===== config.mk =====
export PLATFORM = sky130hd
export DESIGN_NAME = gpio_bank
export DESIGN_NICKNAME = d
export VERILOG_FILES = /design/src/rtl/gpio_bank_pkg.sv /design/src/rtl/gpio_bank_sync.sv /design/src/rtl/gpio_bank_filter.sv /design/src/rtl/gpio_bank_irq.sv /design/src/rtl/gpio_bank.sv
export SDC_FILE = /design/constraint.sdc
export NUM_CORES = 1
export LEC_CHECK = 0
export BUFFER_PORTS_ARGS = -buffer_cell sky130_fd_sc_hd__buf_2
export CAP_MARGIN = 20
export CELL_PAD_IN_SITES_DETAIL_PLACEMENT = 1
export CELL_PAD_IN_SITES_GLOBAL_PLACEMENT = 1
export CORE_MARGIN = 2
export CORE_UTILIZATION = 40
export CTS_CLUSTER_SIZE = 12
export DETAILED_ROUTE_END_ITERATION = 7
export GPL_TIMING_DRIVEN = 0
export PLACE_DENSITY = 0.82
export SKIP_CTS_REPAIR_TIMING = 1
export SLEW_MARGIN = 25
export SYNTH_ARGS = -nofsm -noshare
export SYNTH_HDL_FRONTEND = slang
export SYNTH_HIERARCHICAL = 1
export SYNTH_SLANG_ARGS = --single-unit

===== constraint.sdc =====
create_clock -name clk -period 2.3 [get_ports clk]
set_input_delay 0.115 -clock clk [delete_from_list [all_inputs] [get_ports clk]]
set_output_delay 0.115 -clock clk [all_outputs]
set_load 0.05 [all_outputs]

===== src/rtl/gpio_bank_pkg.sv =====
package gpio_bank_pkg;
  localparam int ADDR_W = 4;
  localparam logic [ADDR_W-1:0] A_DRV  = 4'd0;
  localparam logic [ADDR_W-1:0] A_OUT  = 4'd1;
  localparam logic [ADDR_W-1:0] A_SET  = 4'd2;
  localparam logic [ADDR_W-1:0] A_CLR  = 4'd3;
  localparam logic [ADDR_W-1:0] A_PULL = 4'd4;
  localparam logic [ADDR_W-1:0] A_FILT = 4'd5;
  localparam logic [ADDR_W-1:0] A_IEN  = 4'd6;
  localparam logic [ADDR_W-1:0] A_LVL  = 4'd7;
  localparam logic [ADDR_W-1:0] A_FLAG = 4'd8;
endpackage


===== src/rtl/gpio_bank_sync.sv =====
module gpio_bank_sync #(
  parameter int N = 32
) (
  input  logic         clk,
  input  logic         rst,
  input  logic [N-1:0] active_i,
  input  logic [N-1:0] pad_i,
  output logic [N-1:0] lvl_o
);
  logic [N-1:0] s1_q, s2_q;

  // Idle pins hold zeros in both stages (sampler gated off).
  always_ff @(posedge clk) begin
    if (rst) begin
      s1_q <= '0;
      s2_q <= '0;
    end else begin
      s1_q <= pad_i & active_i;
      s2_q <= s1_q & active_i;
    end
  end

  assign lvl_o = s2_q;

  // a pin idle for two edges reads zero
  a_r4_idle_zero: assert property (@(posedge clk) disable iff (rst)
    1'b1 |=> ((lvl_o & ~$past(active_i)) == '0));
endmodule


===== src/rtl/gpio_bank_filter.sv =====
module gpio_bank_filter #(
  parameter int N = 32
) (
  input  logic         clk,
  input  logic         rst,
  input  logic [N-1:0] en_i,
  input  logic [N-1:0] din_i,
  output logic [N-1:0] path_o
);
  logic [N-1:0] hist_q, held_q;

  for (genvar g = 0; g < N; g++) begin : g_pin
    always_ff @(posedge clk) begin
      if (rst) begin
        hist_q[g] <= 1'b0;
        held_q[g] <= 1'b0;
      end else begin
        hist_q[g] <= din_i[g];
        if (din_i[g] == hist_q[g]) held_q[g] <= din_i[g];
      end
    end
    assign path_o[g] = en_i[g] ? held_q[g] : din_i[g];
  end

  // the held level only moves to a value seen on two consecutive samples
  a_r7_two_samples: assert property (@(posedge clk) disable iff (rst)
    1'b1 |=> (((held_q ^ $past(held_q)) & ($past(din_i) ^ $past(hist_q))) == '0));
endmodule


===== src/rtl/gpio_bank_irq.sv =====
module gpio_bank_irq #(
  parameter int N       = 32,
  parameter int ARM_LEN = 5
) (
  input  logic         clk,
  input  logic         rst,
  input  logic [N-1:0] path_i,
  input  logic [N-1:0] ien_i,
  input  logic [N-1:0] active_i,
  input  logic [N-1:0] clr_i,
  output logic [N-1:0] flag_o
);
  localparam int TOP = ARM_LEN - 1;

  logic [N-1:0] prev_q, flag_q, ready, event_v;
  logic [ARM_LEN-1:0] arm_q [N];

  for (genvar g = 0; g < N; g++) begin : g_arm
    always_ff @(posedge clk) begin
      if (rst || !active_i[g]) arm_q[g] <= '0;
      else                     arm_q[g] <= {arm_q[g][TOP-1:0], 1'b1};
    end
    assign ready[g] = arm_q[g][TOP];
  end

  assign event_v = (path_i ^ prev_q) & ien_i & ready;

  always_ff @(posedge clk) begin
    if (rst) begin
      prev_q <= '0;
      flag_q <= '0;
    end else begin
      prev_q <= path_i;
      flag_q <= (flag_q & ~clr_i) | event_v;
    end
  end

  assign flag_o = flag_q;

  // cleared bits stay clear unless a new event arrived
  a_r9_clear: assert property (@(posedge clk) disable iff (rst)
    1'b1 |=> ((flag_q & $past(clr_i) & ~$past(event_v)) == '0));
  // a pin that is not yet settled never gains a flag
  a_r11_settle: assert property (@(posedge clk) disable iff (rst)
    1'b1 |=> ((flag_q & ~$past(flag_q) & ~$past(ready)) == '0));
endmodule


===== src/rtl/gpio_bank.sv =====
module gpio_bank
  import gpio_bank_pkg::*;
#(
  parameter int N       = 32,
  parameter int ARM_LEN = 5
) (
  input  logic              clk,
  input  logic              rst,
  input  logic [ADDR_W-1:0] bus_addr,
  input  logic              bus_we,
  input  logic [N-1:0]      bus_wdata,
  output logic [N-1:0]      bus_rdata,
  input  logic [N-1:0]      pad_i,
  output logic [N-1:0]      drv_en_o,
  output logic [N-1:0]      out_val_o,
  output logic [N-1:0]      pull_en_o,
  output logic              irq_o
);
  logic [N-1:0] drv_q, out_q, pull_q, filt_q, ien_q, rd_q;
  logic [N-1:0] active, lvl, path, flag, clr;

  always_ff @(posedge clk) begin
    if (rst) begin
      drv_q  <= '0;
      out_q  <= '0;
      pull_q <= '0;
      filt_q <= '0;
      ien_q  <= '0;
    end else if (bus_we) begin
      case (bus_addr)
        A_DRV:   drv_q  <= bus_wdata;
        A_OUT:   out_q  <= bus_wdata;
        A_SET:   out_q  <= out_q | bus_wdata;
        A_CLR:   out_q  <= out_q & ~bus_wdata;
        A_PULL:  pull_q <= bus_wdata;
        A_FILT:  filt_q <= bus_wdata;
        A_IEN:   ien_q  <= bus_wdata;
        default: ;
      endcase
    end
  end

  assign active = drv_q | ien_q;
  assign clr    = (bus_we && bus_addr == A_FLAG) ? bus_wdata : '0;

  gpio_bank_sync #(.N(N)) i_sync (
    .clk(clk), .rst(rst), .active_i(active), .pad_i(pad_i), .lvl_o(lvl));

  gpio_bank_filter #(.N(N)) i_filter (
    .clk(clk), .rst(rst), .en_i(filt_q), .din_i(lvl), .path_o(path));

  gpio_bank_irq #(.N(N), .ARM_LEN(ARM_LEN)) i_irq (
    .clk(clk), .rst(rst), .path_i(path), .ien_i(ien_q), .active_i(active),
    .clr_i(clr), .flag_o(flag));

  always_ff @(posedge clk) begin
    if (rst) rd_q <= '0;
    else begin
      case (bus_addr)
        A_DRV:   rd_q <= drv_q;
        A_OUT:   rd_q <= out_q;
        A_PULL:  rd_q <= pull_q;
        A_FILT:  rd_q <= filt_q;
        A_IEN:   rd_q <= ien_q;
        A_LVL:   rd_q <= lvl;
        A_FLAG:  rd_q <= flag;
        default: rd_q <= '0;
      endcase
    end
  end

  assign bus_rdata = rd_q;
  assign drv_en_o  = drv_q;
  assign out_val_o = out_q;
  assign pull_en_o = pull_q;
  assign irq_o     = |flag;

  // drive enables take the written word on the next cycle
  a_r1_drive_write: assert property (@(posedge clk) disable iff (rst)
    (bus_we && bus_addr == A_DRV) |=> (drv_en_o == $past(bus_wdata)));
  // set alias ORs in ones only
  a_r3_set_alias: assert property (@(posedge clk) disable iff (rst)
    (bus_we && bus_addr == A_SET) |=> (out_val_o == ($past(out_val_o) | $past(bus_wdata))));
  // clear alias removes ones only
  a_r3_clr_alias: assert property (@(posedge clk) disable iff (rst)
    (bus_we && bus_addr == A_CLR) |=> (out_val_o == ($past(out_val_o) & ~$past(bus_wdata))));
  // pull-ups take the written word regardless of drive enables
  a_r5_pull_write: assert property (@(posedge clk) disable iff (rst)
    (bus_we && bus_addr == A_PULL) |=> (pull_en_o == $past(bus_wdata)));
  // outputs are zero right after reset
  a_r10_reset_clear: assert property (@(posedge clk)
    $past(rst) |-> (drv_en_o == '0 && out_val_o == '0 && pull_en_o == '0 && !irq_o));
endmodule


# Word-level counts from Yosys, hierarchy flattened
# Memories as Yosys holds them, arrays and structs flattened.
# Cells that the tools add are included.
# totals
word_cells	395
ram_bits	160
out_inout_bits	129
in_bits	71
ff_bits	384
n_memories	1
# classes
muxes	163
n_reduce_logical	73
bitwise_logic	44
eq_ne	40
# memory_table
memory	words	width	read_ports	rd_ports_with_merged_regs	write_ports	line	source
i_irq.arm_q	32	5	32	0	32	gpio_bank_irq.sv:16	logic [ARM_LEN-1:0] arm_q [N];
# op_table
op	count
$pmux 32 s7	1
$and 32x32->32	6
$mux 5	32
$mux 1	128
$or 32x32->32	3
$pmux 32 s3	1
$not 32->32	2
$eq 1x1->1	32
$logic_not 1->1	32
$logic_or 1x1->1	32
$mux 32	1
$or 1x1->1	32
$reduce_or 32->1	1
$xor 32x32->32	1
$eq 4x3->1 const B	4
$reduce_and 2->1	5
$eq 4x2->1 const B	2
$eq 4x1->1 const B	1
$eq 4x4->1 const B	1
$logic_not 4->1	1
$reduce_bool 3->1	1
$logic_and 1x1->1	1

# Logic depth before layout (Yosys ltp)
# logic_depth
ltp_word	6
mapped_depth	8
ltp_nobuf	4

# Hierarchy
# Netlist, hierarchy kept.
# modules_own_cells
module	n_inst	seq_area_each_um2	area_each_um2	cells_each
gpio_bank	1	3843.7	8633.3	1091
gpio_bank_irq	1	4484.3	7010.5	558
gpio_bank_filter	1	1281.2	2551.2	231
gpio_bank_sync	1	1281.2	1951.9	134

# Worst setup path after synthesis
# No wires, ideal clock.
# synth_path
kind	input -> register
start	in bus_addr[1]
end	reg rd_q[24], in the netlist bus_rdata[24]
t_required_ps	2168
path_slack_ps	908
cell_stages	8
arrival_time_ps	1260
setup_ps	132
path_buffers	4
cell_sequence	buf_2 nor2b_1 buf_2 and2_0 buf_2 buf_2 a222oi_1 a21oi_1
# synth_via
elab_chain_cells	2
elab_cells_between_ends	8
# synth_lines
element	line	source
start: declaration	gpio_bank.sv:9	input logic [ADDR_W-1:0] bus_addr,
$eq 4x4->1 (tied with other cells)	gpio_bank.sv:59	case (bus_addr)
$pmux 32 s7 (*)	gpio_bank.sv:59	
end signal: assignment	gpio_bank.sv:60	A_DRV: rd_q <= drv_q;
end signal: assignment	gpio_bank.sv:61	A_OUT: rd_q <= out_q;
end signal: assignment	gpio_bank.sv:62	A_PULL: rd_q <= pull_q;
end: declaration	gpio_bank.sv:19	logic [N-1:0] drv_q, out_q, pull_q, filt_q, ien_q, rd_q;
# Every way passes the cells marked *; elsewhere a longest branch is shown, timed or not.
# A chain may end at the register's enable or synchronous reset.

# Worst setup path in the final report
# layout_path
start	reg i_irq.flag_q[16], in the netlist i_irq/flag_o[16]
end	out irq_o
# layout_via
elab_chain_cells	1
# layout_lines
element	line	source
start: declaration	gpio_bank_irq.sv:15	logic [N-1:0] prev_q, flag_q, ready, event_v;
start signal: assignment	gpio_bank_irq.sv:34	flag_q <= (flag_q & ~clr_i) | event_v;
$reduce_or 32->1	gpio_bank.sv:76	assign irq_o = |flag;
end: declaration	gpio_bank.sv:17	output logic irq_o
# No other way between the ends.

==> PnR_summary.wiki <==
{| class="wikitable"
! Metric !! Value
|-
| Outcome || finished, final reports clean
|-
| Hold Crit Class || primary input to flip-flop
|-
| Peak supply drop || 548 uV
|-
| Via count normalized by instance count || 5.56
|-
| Fraction of synthesized cell area taken by the top area cell type || 54.1%
|-
| Fraction of the cycle the final worst path needs || 97.8%
|-
| Critical path cell sequence || nor4_4 > nand4_1 > or2_4 > clkbuf_4
|-
| Cell with the largest stage delay on the worst path || sky130_fd_sc_hd__dfxtp_1
|-
| CP bufs+invs || 1
|-
| Synth warnings || 6
|-
| Die Outline Area || 52,200 um^2
|-
| Pin slew with the least headroom to its limit || 1.20 ns
|-
| CP arrival || 2.13 ns
|-
| Largest fanout on the critical path || 3
|-
| Combined area of all synthesized cells || 20,100 um^2
|-
| Setup WS pre-CTS || -0.231 ns
|-
| Total Routing Usage GR || 27.4%
|-
| Worst endpoint required time || 2.18 ns
|-
| Chip Height || 228 um
|-
| Count of buffers from port buffering || 198
|-
| Avg Inst Size Synth || 10.0 um^2
|-
| Std-Cell Rows || 82
|-
| Cell count after synthesis || 2,014
|-
| Portion of the post-synthesis area used by sequential elements || 54.1%
|-
| Die span in x || 228 um
|-
| DRC violation count after routing || 0
|-
| MaxCap Viol Count || 0
|-
| Starting Density || 40.3%
|-
| Leading cell types by total area after synthesis || sky130_fd_sc_hd__dfxtp_1 54%, sky130_fd_sc_hd__nand2_1 6.6%, sky130_fd_sc_hd__and2_1 5.0%
|-
| Area added between synthesis and finish || 21.5%
|-
| Number of CTS-inserted buffers || 56
|-
| Routed length per instance || 24.4 um
|-
| Setup repair after global routing missed its margin || false
|-
| Crit Path Class || flip-flop to primary output
|-
| Vias in the first global route || 17,400
|-
| Final Hold Violating Endpoints || 0
|-
| Latest clock arrival within the worst-skew pair || 0.63 ns
|-
| Remaining antenna violation count after routing || 0
|-
| Pin count of the biggest net entering global routing || 15
|-
| Via Count || 16,900
|-
| Category of the worst setup path launch point || flip-flop
|-
| Clk pin slew, worst setup/hold paths || 0.06 ns
|-
| Global-route wire length before repair || 108,000 um
|-
| Power Density || 796 nW/um^2
|-
| CP top delay family || simple AND/OR/NAND/NOR gates
|-
| Overall power of the completed layout || 19.5 mW
|-
| Clock tree skew after final layout || 0.0188 ns
|-
| Sinks on Clock Net || 544
|-
| Timing-limited maximum frequency || 0.445 GHz
|-
| Final count of pins violating max slew || 0
|-
| Net count of the mapped netlist || 2,085
|-
| Clock Tree Buf Depth || 3
|-
| NumNets Final || 2,405
|-
| Antenna violations before repair || 5
|-
| Type of element capturing the critical path || primary output
|-
| H-tree Lvls || 2
|-
| Number of unique standard cell types used by synthesis || 37
|-
| Layout cells sized above 1 || 26.8%
|-
| P_leak || 9.47 nW
|-
| Buffer type at the clock tree root || sky130_fd_sc_hd__clkbuf_16
|-
| RD Place Congestion || 0.881
|-
| Router iterations before antenna repair || 8
|-
| Yosys top cell by area || sky130_fd_sc_hd__dfxtp_1
|-
| Worst reg2reg setup slack || 0.96 ns
|-
| Clock tree from TritonCTS || done
|-
| CP max stage delay || 0.36 ns
|-
| Register bit total from synthesis || 544
|-
| Number of design-rule violations left by the first detailed-router iteration || 1,628
|-
| I/O pin count || 200
|-
| Aggregate global routing overflow || 0
|-
| Worst slew margin relative to its limit || 20.3%
|-
| Final critical-path required period || 2.25 ns
|-
| Detailed-placement wirelength estimate || 50,100 um
|-
| Fin worst setup slack || 0.0513 ns
|-
| Placeable core region || 50,000 um^2
|-
| Aggregate routed wire length || 74,400 um
|-
| Count of final setup violators || 0
|}
-- area by class of cell --
class / count / area, um^2
Tap cell: 672 / 841
Multi-Input combinational cell: 1315 / 8590
Buffer: 122 / 637
Clock inverter: 11 / 87.6
Antenna cell: 4 / 10.0
Clock buffer: 82 / 1670
Fill cell: 5627 / 25500
Inverter: 33 / 124
Timing Repair Buffer: 262 / 1630
Sequential cell: 544 / 10900
-- layout by cell type (no fill, tap or decap), drive strengths merged --
cell / synthesis / layout
clkbuf: 55 / 138
o21ai: 65 / 65
and2: 163 / 163
clkinv: 0 / 8
diode: 0 / 4
and3b: 64 / 64
a31oi: 13 / 13
or2: 33 / 33
nor2: 2 / 2
xor2: 1 / 1
and3: 4 / 4
a22o: 51 / 51
nand2: 354 / 354
nand3b: 32 / 32
a222oi: 19 / 19
inv: 33 / 35
nor2b: 131 / 131
a22oi: 26 / 26
nor4: 9 / 9
bufinv: 0 / 1
xnor2: 32 / 32
a21oi: 212 / 212
dlygate4sd3: 0 / 64
o32ai: 32 / 32
mux2: 64 / 64
nand4: 2 / 2
and4b: 1 / 1
nand3: 3 / 3
nor4b: 1 / 1
nand4b: 1 / 1
buf: 67 / 264
dfxtp: 544 / 544
-- worst reg2reg max path: cells and delay by family, from the launching register on --
kind / cells / cell delay, ns
compound gates: 3 / 0.74
flops: 1 / 0.39
-- worst paths after layout --
kind / start / endpoint / depth (start not counted)
setup reg to reg: pull_en_o[0]$_SDFFE_PP0P_ / bus_rdata[0]$_SDFF_PP0_ / 3
hold / removal: rst / i_sync/s1_q[29]$_SDFF_PP0_ / 2
setup / recovery: i_irq/flag_o[16]$_SDFF_PP0_ / irq_o / 4
hold reg to reg: i_irq/arm_q[0][45]$_DFF_P_ / i_irq/arm_q[0][46]$_SDFF_PN0_ / 1
-- power by group --
part	internal (mW)	leakage, nW	switching (mW)
Clock	5.08	0.877	3.79
Combinational	0.307	4.21	0.773
Sequential	9.48	4.38	0.0496
Total	14.9	9.47	4.62
-- per-layer routing --
layer	vias to the layer above	part of all wire [%]	routed length, um	track usage [%]
met5	-	0.087	65	0
met4	4	4.9	3630	14.8
met3	209	7.9	5890	6.23
met2	762	46	34500	43.8
met1	8502	41	30300	34.2
li1	7450	-	-	-
-- Yosys cell counts (all sizes together) --
library cell    n
nand3b         32
nand2         354
a22o           51
a22oi          26
a222oi         19
nand4           2
nor4            9
nor4b           1
mux2           64
and3b          64
nand4b          1
o32ai          32
and3            4
o21ai          65
a21oi         212
xnor2          32
inv            33
nor2b         131
and2          163
nor2            2
xor2            1
and4b           1
clkbuf         55
or2            33
nand3           3
a31oi          13
dfxtp         544
buf            67
-- cells by family (layout without fill, tap and decap cells) --
logic type | count (synthesis) | in the layout | share of synthesized area [%]
other cells | 0 | 4 | 0
compound gates | 418 | 418 | 14.5
mux | 64 | 64 | 3.58
simple gates | 800 | 800 | 22.6
buf+inv | 155 | 510 | 3.78
flops | 544 | 544 | 54.1
xor+xnor | 33 | 33 | 1.43
-- flip-flops by register name, indices dropped and copies added, names as in the netlist --
register         count
out_val_o           32
ien_q               32
drv_en_o            32
i_sync/lvl_o        32
i_irq/prev_q        32
i_sync/s1_q         32
i_irq/flag_o        32
i_irq/arm_q        160
filt_q              32
i_filter/hist_q     32
pull_en_o           32
bus_rdata           32
i_filter/held_q     32
-- per-stage QoR --
stage	hold WS, ns	std cells	area [um^2]	setup TNS [ns]	util, %
3_5_place_dp	0.374	2884	22000	-1.72	44.0
5_1_grt	-0.00186	3043	24500	0	49.0
2_1_floorplan	0.251	2014	20100	0	-
4_1_cts	-0.257	2977	23700	-0.213	47.5
3_3_place_gp	0.375	2884	22000	-1.29	44.0
6_report	0.00771	3045	24500	0	49.0
(Power assumes the default switching activity.)
